$ cat config.mk
export PLATFORM = sky130hd
export DESIGN_NAME = spi_opq_master
export DESIGN_NICKNAME = d
export VERILOG_FILES = /design/src/rtl/spi_opq_pkg.sv /design/src/rtl/spi_opq_fifo.sv /design/src/rtl/spi_opq_engine.sv /design/src/rtl/spi_opq_master.sv
export SDC_FILE = /design/constraint.sdc
export NUM_CORES = 1
export LEC_CHECK = 0
export BUFFER_PORTS_ARGS = -buffer_cell sky130_fd_sc_hd__buf_2
export CAP_MARGIN = 30
export CORE_MARGIN = 10
export CORE_UTILIZATION = 43
export CTS_CLUSTER_SIZE = 24
export DETAILED_ROUTE_END_ITERATION = 10
export GPL_TIMING_DRIVEN = 0
export HOLD_SLACK_MARGIN = 0.12
export PLACE_DENSITY_LB_ADDON = 0.08
export SYNTH_ARGS = -nofsm -noshare
export SYNTH_HDL_FRONTEND = slang
export SYNTH_SLANG_ARGS = --single-unit
$ cat constraint.sdc
create_clock -name clk -period 5.1 [get_ports clk]
set_clock_uncertainty 0.2 [all_clocks]
set_input_delay 1.02 -clock clk [delete_from_list [all_inputs] [get_ports clk]]
set_output_delay 1.02 -clock clk [all_outputs]
set_load 0.02 [all_outputs]
$ cat src/rtl/spi_opq_pkg.sv
package spi_opq_pkg;
    localparam int LEN_W  = 9;
    localparam int CODE_W = 5;
    localparam int WORD_W = LEN_W + CODE_W;

    localparam logic [CODE_W-1:0] CODE_CS_HIGH = 5'h00;
    localparam logic [CODE_W-1:0] CODE_CS_LOW  = 5'h01;
    localparam logic [CODE_W-1:0] CODE_SEND    = 5'h08;
    localparam logic [CODE_W-1:0] CODE_RECV    = 5'h0C;

    typedef enum logic [2:0] {
        ST_IDLE,
        ST_DECODE,
        ST_WAIT,
        ST_LOW,
        ST_HIGH,
        ST_NEXT
    } seq_state_t;
endpackage

$ cat src/rtl/spi_opq_fifo.sv
module spi_opq_fifo #(
    parameter int W     = 8,
    parameter int DEPTH = 16
) (
    input  logic         clk,
    input  logic         rst_n,
    input  logic         push,
    input  logic [W-1:0] wdata,
    output logic         full,
    input  logic         pop,
    output logic [W-1:0] rdata,
    output logic         empty
);
    localparam int AW = (DEPTH > 1) ? $clog2(DEPTH) : 1;
    localparam int CW = $clog2(DEPTH + 1);

    logic [W-1:0]  mem [DEPTH];
    logic [AW-1:0] wptr, rptr;
    logic [CW-1:0] cnt;
    logic          wr_en, rd_en;

    assign full  = (cnt == CW'(DEPTH));
    assign empty = (cnt == '0);
    assign wr_en = push && !full;
    assign rd_en = pop && !empty;
    assign rdata = mem[rptr];

    function automatic logic [AW-1:0] wrap_inc(input logic [AW-1:0] p);
        return (p == AW'(DEPTH - 1)) ? '0 : p + AW'(1);
    endfunction

    always_ff @(posedge clk or negedge rst_n) begin
        if (!rst_n) begin
            wptr <= '0;
            rptr <= '0;
            cnt  <= '0;
        end else begin
            if (wr_en) wptr <= wrap_inc(wptr);
            if (rd_en) rptr <= wrap_inc(rptr);
            case ({wr_en, rd_en})
                2'b10:   cnt <= cnt + CW'(1);
                2'b01:   cnt <= cnt - CW'(1);
                default: cnt <= cnt;
            endcase
        end
    end

    always_ff @(posedge clk) begin
        if (wr_en) mem[wptr] <= wdata;
    end


    full_drop_chk: assert property (@(posedge clk) disable iff (!rst_n)
        (push && full && !pop) |=> (cnt == $past(cnt)));
endmodule

$ cat src/rtl/spi_opq_engine.sv
module spi_opq_engine
    import spi_opq_pkg::*;
#(
    parameter int CLK_DIV = 2
) (
    input  logic              clk,
    input  logic              rst_n,
    input  logic              cmd_valid,
    input  logic [WORD_W-1:0] cmd_word,
    output logic              cmd_pop,
    input  logic              tx_valid,
    input  logic [7:0]        tx_byte,
    output logic              tx_pop,
    input  logic              rx_ready,
    output logic [7:0]        rx_byte,
    output logic              rx_push,
    output logic              idle,
    output logic              spi_sck,
    output logic              spi_cs_n,
    output logic              spi_mosi,
    input  logic              spi_miso
);
    localparam int DIV_W = (CLK_DIV > 1) ? $clog2(CLK_DIV) : 1;

    seq_state_t        state_q, state_d;
    logic [CODE_W-1:0] code_q;
    logic [LEN_W-1:0]  len_q;
    logic              recv_q, cs_q;
    logic [7:0]        tx_sh_q, rx_sh_q;
    logic [2:0]        bit_q;
    logic [DIV_W-1:0]  div_q;
    logic              div_done, is_burst, slot_ok;

    assign div_done = (div_q == DIV_W'(CLK_DIV - 1));
    assign is_burst = ((code_q == CODE_SEND) || (code_q == CODE_RECV)) && (len_q != '0);
    assign slot_ok  = recv_q ? rx_ready : tx_valid;

    // state register
    always_ff @(posedge clk or negedge rst_n) begin
        if (!rst_n) state_q <= ST_IDLE;
        else        state_q <= state_d;
    end

    // transitions
    always_comb begin
        state_d = state_q;
        unique case (state_q)
            ST_IDLE:   if (cmd_valid) state_d = ST_DECODE;
            ST_DECODE: state_d = is_burst ? ST_WAIT : ST_IDLE;
            ST_WAIT:   if (slot_ok) state_d = ST_LOW;
            ST_LOW:    if (div_done) state_d = ST_HIGH;
            ST_HIGH:   if (div_done) state_d = (bit_q == 3'd7) ? ST_NEXT : ST_LOW;
            ST_NEXT:   state_d = (len_q == LEN_W'(1)) ? ST_IDLE : ST_WAIT;
            default:   state_d = ST_IDLE;
        endcase
    end

    // outputs
    always_comb begin
        cmd_pop  = (state_q == ST_IDLE) && cmd_valid;
        tx_pop   = (state_q == ST_WAIT) && !recv_q && tx_valid;
        rx_push  = (state_q == ST_NEXT) && recv_q;
        idle     = (state_q == ST_IDLE);
        spi_sck  = (state_q == ST_HIGH);
        spi_cs_n = cs_q;
        spi_mosi = tx_sh_q[7];
        rx_byte  = rx_sh_q;
    end

    // datapath
    always_ff @(posedge clk or negedge rst_n) begin
        if (!rst_n) begin
            code_q  <= '0;
            len_q   <= '0;
            recv_q  <= 1'b0;
            cs_q    <= 1'b1;
            tx_sh_q <= '0;
            rx_sh_q <= '0;
            bit_q   <= '0;
            div_q   <= '0;
        end else begin
            if ((state_q == ST_LOW) || (state_q == ST_HIGH))
                div_q <= div_done ? '0 : div_q + DIV_W'(1);
            else
                div_q <= '0;
            unique case (state_q)
                ST_IDLE: if (cmd_valid) begin
                    code_q <= cmd_word[WORD_W-1:LEN_W];
                    len_q  <= cmd_word[LEN_W-1:0];
                end
                ST_DECODE: begin
                    if (code_q == CODE_CS_HIGH) cs_q <= 1'b1;
                    if (code_q == CODE_CS_LOW)  cs_q <= 1'b0;
                    recv_q <= (code_q == CODE_RECV);
                end
                ST_WAIT: if (slot_ok) begin
                    tx_sh_q <= recv_q ? 8'h00 : tx_byte;
                    bit_q   <= '0;
                end
                ST_LOW: if (div_done) rx_sh_q <= {rx_sh_q[6:0], spi_miso};
                ST_HIGH: if (div_done) begin
                    tx_sh_q <= {tx_sh_q[6:0], 1'b0};
                    bit_q   <= bit_q + 3'd1;
                end
                ST_NEXT: len_q <= len_q - LEN_W'(1);
                default: ;
            endcase
        end
    end


    cs_change_chk: assert property (@(posedge clk) disable iff (!rst_n)
        !$stable(spi_cs_n) |-> ($past(state_q) == ST_DECODE) &&
            (($past(code_q) == CODE_CS_HIGH) || ($past(code_q) == CODE_CS_LOW)));

    mosi_hold_chk: assert property (@(posedge clk) disable iff (!rst_n)
        (spi_sck && $past(spi_sck)) |-> $stable(spi_mosi));

    rx_after_bit_chk: assert property (@(posedge clk) disable iff (!rst_n)
        rx_push |-> ($past(state_q) == ST_HIGH) && $past(recv_q));

    tx_byte_taken_chk: assert property (@(posedge clk) disable iff (!rst_n)
        (state_q == ST_WAIT && !recv_q && !tx_valid) |=> !spi_sck && !$past(tx_pop));

    unknown_skip_chk: assert property (@(posedge clk) disable iff (!rst_n)
        (state_q == ST_DECODE && !is_burst && code_q != CODE_CS_HIGH && code_q != CODE_CS_LOW)
            |=> (state_q == ST_IDLE) && $stable(spi_cs_n));
endmodule

$ cat src/rtl/spi_opq_master.sv
module spi_opq_master
    import spi_opq_pkg::*;
#(
    parameter int CLK_DIV    = 2,
    parameter int CMD_DEPTH  = 4,
    parameter int DATA_DEPTH = 16
) (
    input  logic              clk,
    input  logic              rst_n,
    input  logic [WORD_W-1:0] cmd_wdata,
    input  logic              cmd_push,
    output logic              cmd_full,
    output logic              cmd_empty,
    input  logic [7:0]        tx_wdata,
    input  logic              tx_push,
    output logic              tx_full,
    output logic [7:0]        rx_rdata,
    input  logic              rx_pop,
    output logic              rx_empty,
    output logic              spi_sck,
    output logic              spi_cs_n,
    output logic              spi_mosi,
    input  logic              spi_miso
);
    logic [WORD_W-1:0] head_word;
    logic              cq_empty, cq_pop, eng_idle;
    logic [7:0]        tx_head, rx_in;
    logic              tq_empty, tq_pop, rq_full, rq_push;

    spi_opq_fifo #(.W(WORD_W), .DEPTH(CMD_DEPTH)) i_cmd_q (
        .clk(clk), .rst_n(rst_n), .push(cmd_push), .wdata(cmd_wdata), .full(cmd_full),
        .pop(cq_pop), .rdata(head_word), .empty(cq_empty));

    spi_opq_fifo #(.W(8), .DEPTH(DATA_DEPTH)) i_tx_q (
        .clk(clk), .rst_n(rst_n), .push(tx_push), .wdata(tx_wdata), .full(tx_full),
        .pop(tq_pop), .rdata(tx_head), .empty(tq_empty));

    spi_opq_fifo #(.W(8), .DEPTH(DATA_DEPTH)) i_rx_q (
        .clk(clk), .rst_n(rst_n), .push(rq_push), .wdata(rx_in), .full(rq_full),
        .pop(rx_pop), .rdata(rx_rdata), .empty(rx_empty));

    spi_opq_engine #(.CLK_DIV(CLK_DIV)) i_engine (
        .clk(clk), .rst_n(rst_n),
        .cmd_valid(!cq_empty), .cmd_word(head_word), .cmd_pop(cq_pop),
        .tx_valid(!tq_empty), .tx_byte(tx_head), .tx_pop(tq_pop),
        .rx_ready(!rq_full), .rx_byte(rx_in), .rx_push(rq_push),
        .idle(eng_idle),
        .spi_sck(spi_sck), .spi_cs_n(spi_cs_n), .spi_mosi(spi_mosi), .spi_miso(spi_miso));

    assign cmd_empty = cq_empty && eng_idle;


    done_quiet_chk: assert property (@(posedge clk) disable iff (!rst_n)
        cmd_empty |-> !spi_sck);
endmodule

==> impl_metrics.env, run 1 <==
export IMPL_cp_common_cell="clkbuf_1"
export IMPL_dr_pass1_iters=5
export IMPL_synth_ff_type="edfxtp_1"
export IMPL_start_util_pct=43.7
export IMPL_p_clk_share_pct=30.4
export IMPL_slowest_delay_ns=0.57
export IMPL_yosysTopAreaCellShare_pct=58.6
export IMPL_postCtsHoldBufs=0
export IMPL_numCtsBuffers=42
export IMPL_power_switching_uw=3180
export IMPL_worst_pin_slew_ns=0.873
export IMPL_final_nets=1146
export IMPL_hold_slack_ns=0.191
export IMPL_finalSetupViolCount=0
export IMPL_ys_ff_latch=384
export IMPL_vias=8551
export IMPL_cp_arrival_ns=2.59
export IMPL_ys_seq_area_share_pct=69.9
export IMPL_root_buffer="clkbuf_16"
export IMPL_rows=70
export IMPL_drt_antenna_violating_nets=0
export IMPL_crit_type="reg -> out"
export IMPL_async_flop_share_pct=18.8
export IMPL_synth_warnings=0
export IMPL_required_ns=3.88
export IMPL_grt_ovfl_total=0
export IMPL_wl_mm=34.3
export IMPL_ir_drop_mv=0.486
export IMPL_ctsResizeCount=0
export IMPL_p_comb_share_pct=28.8
export IMPL_dieArea_um2=45300
export IMPL_synth_edf_count=312
export IMPL_finalHoldViolCount=0
export IMPL_final_cells=1590
export IMPL_cap_viol_max_count=0
export IMPL_syn_inst=994
export IMPL_drive_gt1_share_pct=19.8
export IMPL_synth_top_cells_by_count="edfxtp_1, mux2i_1, dfrtp_1"
export IMPL_netlist_area_um2=16000
export IMPL_portBuffers=42
export IMPL_synth_top_cell_by_area="edfxtp_1"
export IMPL_drtIter0Drc=464
export IMPL_power_switching_share_pct=31.6
export IMPL_clk_pin_slew_ns=0.06
export IMPL_die_h_um=213
export IMPL_synth_area_leaders="edfxtp_1, dfrtp_1, mux4_2, mux2i_1, ha_1"
export IMPL_worst_path_buf_inv=3
export IMPL_drcViolationCount=0
export IMPL_core_area_um2=36600
export IMPL_crit_start="i_rx_q.rptr[2]$_DFFE_PN0P_"
export IMPL_antennaDiodeCount=0
export IMPL_critPathLaunchType="flop"
export IMPL_ys_types=66
export IMPL_maxSlewViolCount=0
export IMPL_rsz0062_at_grt="no"
export IMPL_clk_latency_ns=0.54
export IMPL_period_needed_ns=3.81
export IMPL_powerDensity_nw_per_um2=550
export IMPL_finalSetupTns_ns=0
export IMPL_slowest_stage="a221oi_1"
export IMPL_hold_path_class="in -> async"
export IMPL_syn_to_final_growth_pct=14.2
export IMPL_period_share_pct=74.7
export IMPL_critPathMaxFanout=10
export IMPL_max_slew_margin_rel_pct=41.6
export IMPL_grt_usage_pct=15.4
export IMPL_cts_tree="done"
export IMPL_crit_family="compound AO/OA/AOI/OAI gates"
export IMPL_grt_pass1_wl_mm=53.1
export IMPL_die_x_um=213
export IMPL_seq_power_share_pct=40.8
export IMPL_viasPerCell=5.38
export IMPL_pre_cts_ws_ns=1.40
export IMPL_r2r_start="i_tx_q.cnt[1]$_DFFE_PN0P_"
export IMPL_max_freq_mhz=263
export IMPL_yosysMostFrequentCell="edfxtp_1"
export IMPL_grt_max_degree=53
export IMPL_cp_cell_sequence="nor2b_1 -> clkbuf_1 -> clkbuf_1 -> a221oi_1 -> o21ai_0 -> nand2_1 -> buf_2"
export IMPL_syn_area_per_cell_um2=16.1
export IMPL_fin_ws_ns=1.29
export IMPL_dp_hpwl_mm=22.8
export IMPL_p_leak_uw=0.00667
export IMPL_ios=43
export IMPL_grt_pass1_vias=8840
export IMPL_htreeDepth=2
export IMPL_cts_sinks=384
export IMPL_outcome="complete, no violations"
export IMPL_gp_congestion=0.804
export IMPL_dp_cells=1512
export IMPL_antenna_found_initial=0
export IMPL_power_internal_uw=6870
export IMPL_post_route_util_pct=49.9
export IMPL_wl_per_cell_um=21.5
export IMPL_clk_path_buf_depth=3
export IMPL_end_kind="primary output"
export IMPL_syn_num_nets=1052
export IMPL_cts_setup_buffers=0
## registers in the layout, indices dropped and copies added, names as in the netlist, 5 cells and up
register,count
i_tx_q.mem,128
i_rx_q.mem,128
i_engine.code_q,5
i_engine.len_q,9
i_rx_q.cnt,5
i_tx_q.cnt,5
i_cmd_q.mem,56
i_engine.rx_byte,8
i_engine.tx_sh_q,8
## final timing paths
kind	slack (ns)	cells after the start	end
worst max-delay path	1.29	7	rx_rdata[0]
worst min-delay path	0.19	1	i_cmd_q.rptr[1]$_DFFE_PN0P_
worst max register to register	1.42	15	i_tx_q.cnt[4]$_DFFE_PN0P_
worst min register to register	0.25	1	i_engine.div_done$_DFF_PN0_
max in group asynchronous	3.88	2	i_engine.spi_cs_n$_DFFE_PN1P_
min in group clk	0.25	1	i_engine.div_done$_DFF_PN0_
## metal layers
layer | wire [um] | share of wire (%) | up-vias | GRT usage (%)
met2 | 16500 | 48 | 131 | 24.7
li1 | - | - | 4041 | -
met3 | 1260 | 3.7 | 32 | 2.60
met1 | 16000 | 47 | 4347 | 21.3
met5 | 0 | 0 | - | 0
met4 | 459 | 1.3 | 0 | 3.77
## cells in the final DEF (no fill, tap or decap), types with 4 or more instances in the layout
master	Yosys	final
bufinv_16	0	5
buf_2	22	66
o21ai_0	43	43
edfxtp_1	312	312
and2_1	8	8
xor2_1	11	11
a22oi_1	33	33
a221oi_1	8	8
a21oi_1	25	25
buf_4	5	10
buf_6	5	5
ha_1	28	28
mux2_2	20	20
clkinv_2	0	5
nor2_1	40	40
xnor2_1	8	8
nand3_1	13	13
dfrtp_1	71	71
o21a_1	4	4
nor3_1	16	15
inv_1	30	30
a32o_1	4	4
and3_1	5	5
buf_1	5	5
nand2b_1	4	4
clkbuf_8	0	4
nand2_1	65	65
clkbuf_16	0	42
clkbuf_1	11	24
a31oi_1	11	11
nor2b_1	9	9
a21o_1	4	4
a32oi_1	6	6
mux2i_1	75	75
mux4_2	38	38
## power by group through the flow
| stage | clock network, uW | logic (uW) | registers, uW |
|---|---|---|---|
| 5_1_grt | 3250 | 3210 | 4150 |
| 4_1_cts | 3130 | 2950 | 4110 |
| 3_5_place_dp | 0 | 2940 | 4170 |
| 3_3_place_gp | 0 | 2920 | 4160 |
| 2_1_floorplan | 0 | 2150 | 4080 |
| 6_report | 3060 | 2890 | 4100 |
## logic make-up (layout without fill, tap and decap cells)
| logic type | Yosys count | count (layout) | synth area share (%) |
|---|---|---|---|
| and+or+nand+nor | 183 | 183 | 5.59 |
| DFF | 384 | 384 | 69.9 |
| AOI/OAI and AO/OA | 161 | 161 | 6.82 |
| buffers and inverters | 82 | 210 | 2.57 |
| xor gates and xnor gates | 19 | 19 | 1.04 |
| adders and majority gates | 30 | 30 | 2.44 |
| muxes | 135 | 135 | 11.6 |
## per-stage QoR
stage	instance area, um^2	power [uW]
after floorplan	16000	6230
after global placement	16800	7080
after detailed placement	16900	7110
after CTS	18300	10200
after global routing	18300	10600
final	18300	10100
## cell type report
type	count	area, um^2
Fill cell	3134	18300
Sequential cell	384	11200
Multi-Input combinational cell	528	4410
Clock buffer	59	1150
Tap cell	468	586
Timing Repair Buffer	50	285
Buffer	50	279
Clock inverter	19	245
Inverter	32	133
(Power assumes the default switching activity.)
==> run 2, diff against run 1 <==
- clock period: 5.1 -> 3.73 ns (I/O delays scaled with it)
==> impl_metrics.env, run 2 (synthesis results as in run 1) <==
export IMPL_hold_path_class="in -> reg"
export IMPL_p_leak_uw=0.00668
export IMPL_critPathLaunchType="flop"
export IMPL_antenna_found_initial=0
export IMPL_grt_pass1_vias=8841
export IMPL_fin_ws_ns=0.176
export IMPL_maxSlewViolCount=0
export IMPL_p_comb_share_pct=28.8
export IMPL_dr_pass1_iters=4
export IMPL_final_nets=1148
export IMPL_powerDensity_nw_per_um2=752
export IMPL_clk_path_buf_depth=3
export IMPL_finalSetupTns_ns=0
export IMPL_ios=43
export IMPL_clk_latency_ns=0.54
export IMPL_cts_tree="done"
export IMPL_gp_congestion=0.804
export IMPL_root_buffer="clkbuf_16"
export IMPL_pre_cts_ws_ns=0.0323
export IMPL_end_kind="primary output"
export IMPL_reg2reg_slack_ns=0.31
export IMPL_finalHoldViolCount=0
export IMPL_power_switching_uw=4350
export IMPL_viasPerCell=5.39
export IMPL_ir_drop_mv=0.660
export IMPL_seq_power_share_pct=40.8
export IMPL_period_needed_ns=3.55
export IMPL_r2r_end="i_tx_q.cnt[4]$_DFFE_PN0P_"
export IMPL_reg_top3="i_rx_q.mem: 128 flops, i_tx_q.mem: 128 flops, i_cmd_q.mem: 56 flops"
export IMPL_drcViolationCount=0
export IMPL_core_area_um2=36600
export IMPL_rows=70
export IMPL_worst_pin_slew_ns=0.875
export IMPL_drtIter0Drc=460
export IMPL_power_switching_share_pct=31.6
export IMPL_wl_per_cell_um=21.5
export IMPL_mostFrequentLayoutCell="edfxtp_1"
export IMPL_grt_usage_pct=15.4
export IMPL_htreeDepth=2
export IMPL_r2r_start="i_tx_q.cnt[2]$_DFFE_PN0P_"
export IMPL_hold_slack_ns=0.218
export IMPL_period_share_pct=95.3
export IMPL_hold_path_endpoint="i_cmd_q.mem[3][6]$_DFFE_PP_"
export IMPL_worst_r2r_path_depth=14
export IMPL_grt_ovfl_total=0
export IMPL_grt_max_degree=53
export IMPL_power_uw=13700
export IMPL_antennaDiodeCount=0
export IMPL_crit_type="reg -> out"
export IMPL_power_internal_uw=9400
export IMPL_cap_viol_max_count=0
export IMPL_max_slew_margin_rel_pct=41.2
export IMPL_clk_pin_slew_ns=0.06
export IMPL_cts_sinks=384
export IMPL_grt_pass1_wl_mm=53.1
export IMPL_outcome="complete, no violations"
export IMPL_start_util_pct=43.7
export IMPL_wl_mm=34.3
export IMPL_dieArea_um2=45300
export IMPL_cp_arrival_ns=2.61
export IMPL_drive_gt1_share_pct=19.9
export IMPL_die_h_um=213
export IMPL_required_ns=2.78
export IMPL_syn_to_final_growth_pct=14.4
export IMPL_vias=8579
export IMPL_critPathMaxFanout=10
export IMPL_final_cell_mix="edfxtp_1, mux2i_1, dfrtp_1"
export IMPL_dp_hpwl_mm=22.8
export IMPL_max_freq_mhz=281
export IMPL_hold_path_startpoint="cmd_wdata[6]"
export IMPL_drt_antenna_violating_nets=0
export IMPL_rsz0062_at_grt="no"
export IMPL_finalSetupViolCount=0
export IMPL_numCtsBuffers=42
export IMPL_portBuffers=42
export IMPL_p_clk_share_pct=30.4
export IMPL_hold_depth=1
export IMPL_die_x_um=213
## run 2: changes by cell type in the layout (fill, tap and decap cells not counted)
| cell | previous run | this run |
|---|---|---|
| clkbuf_2 | 0 | 1 |
| buf_4 | 10 | 11 |
| dlygate4sd3_1 | 0 | 1 |
| clkbuf_1 | 24 | 23 |
## run 2: layer usage
layer,vias up,track usage [%],share of wire [%]
met5,-,0,0
met1,4369,21.3,47
met2,133,24.7,48
met3,32,2.60,3.7
li1,4045,-,-
met4,0,3.77,1.3
## run 2: metrics by stage
stage               util, %  cell area, um^2  instances
global route           49.9            18300       1592
global placement       45.8            16800       1504
finish                 49.9            18300       1592
CTS                    49.9            18300       1592
detailed placement     46.1            16900       1512
floorplan                 -            16000        994
## run 2: how the worst max path moves through the flow
stage / start / to / slack, ns / cells after the start
after CTS: i_engine.state_q[2]$_DFFE_PN0P_ / i_tx_q.cnt[4]$_DFFE_PN0P_ / 0.12 / 12
after floorplan: i_engine.state_q[0]$_DFFE_PN0P_ / i_tx_q.cnt[4]$_DFFE_PN0P_ / 0.70 / 12
after global routing: i_rx_q.rptr[2]$_DFFE_PN0P_ / rx_rdata[0] / 0.01 / 7
after detailed placement: i_tx_q.cnt[1]$_DFFE_PN0P_ / i_tx_q.cnt[4]$_DFFE_PN0P_ / 0.03 / 15
after global placement: i_tx_q.cnt[1]$_DFFE_PN0P_ / i_tx_q.cnt[4]$_DFFE_PN0P_ / 0.05 / 15
final: i_rx_q.rptr[0]$_DFFE_PN0P_ / rx_rdata[4] / 0.18 / 8
## run 2: repair_timing
item,4_1_cts,5_1_grt
pin swaps,1,1
hold buffers,1,0
setup buffers,1,0
setup endpoints to repair,1,1
endpoints found under the hold margin,20,0
gates resized for setup,0,2
## run 2: final cells by class
class                   instances  area [um^2]
fillers                      3132        18300
well taps                     468          586
inverters                      32          133
plain buffers                  50          280
flip-flops and latches        384        11200
repair buffers                 52          303
clock inverters                19          245
clock buffers                  59         1150
multi-input cells             528         4410
## run 2: power by group through the flow
stage | Combinational [uW] | Clock (uW) | Sequential, uW
floorplan | 2940 | 0 | 5580
global placement | 3990 | 0 | 5690
detailed placement | 4030 | 0 | 5700
CTS | 4040 | 4270 | 5620
global route | 4400 | 4440 | 5680
finish | 3960 | 4180 | 5610
## run 2: worst max-delay path, stage by stage, from the launching register on
cell and delay [ns]:
dfrtp_1 0.34, buf_2 0.19, buf_2 0.37, mux2_2 0.38, o21ai_0 0.20, a21oi_1 0.13
o21ai_0 0.21, nand2_1 0.08, buf_2 0.16
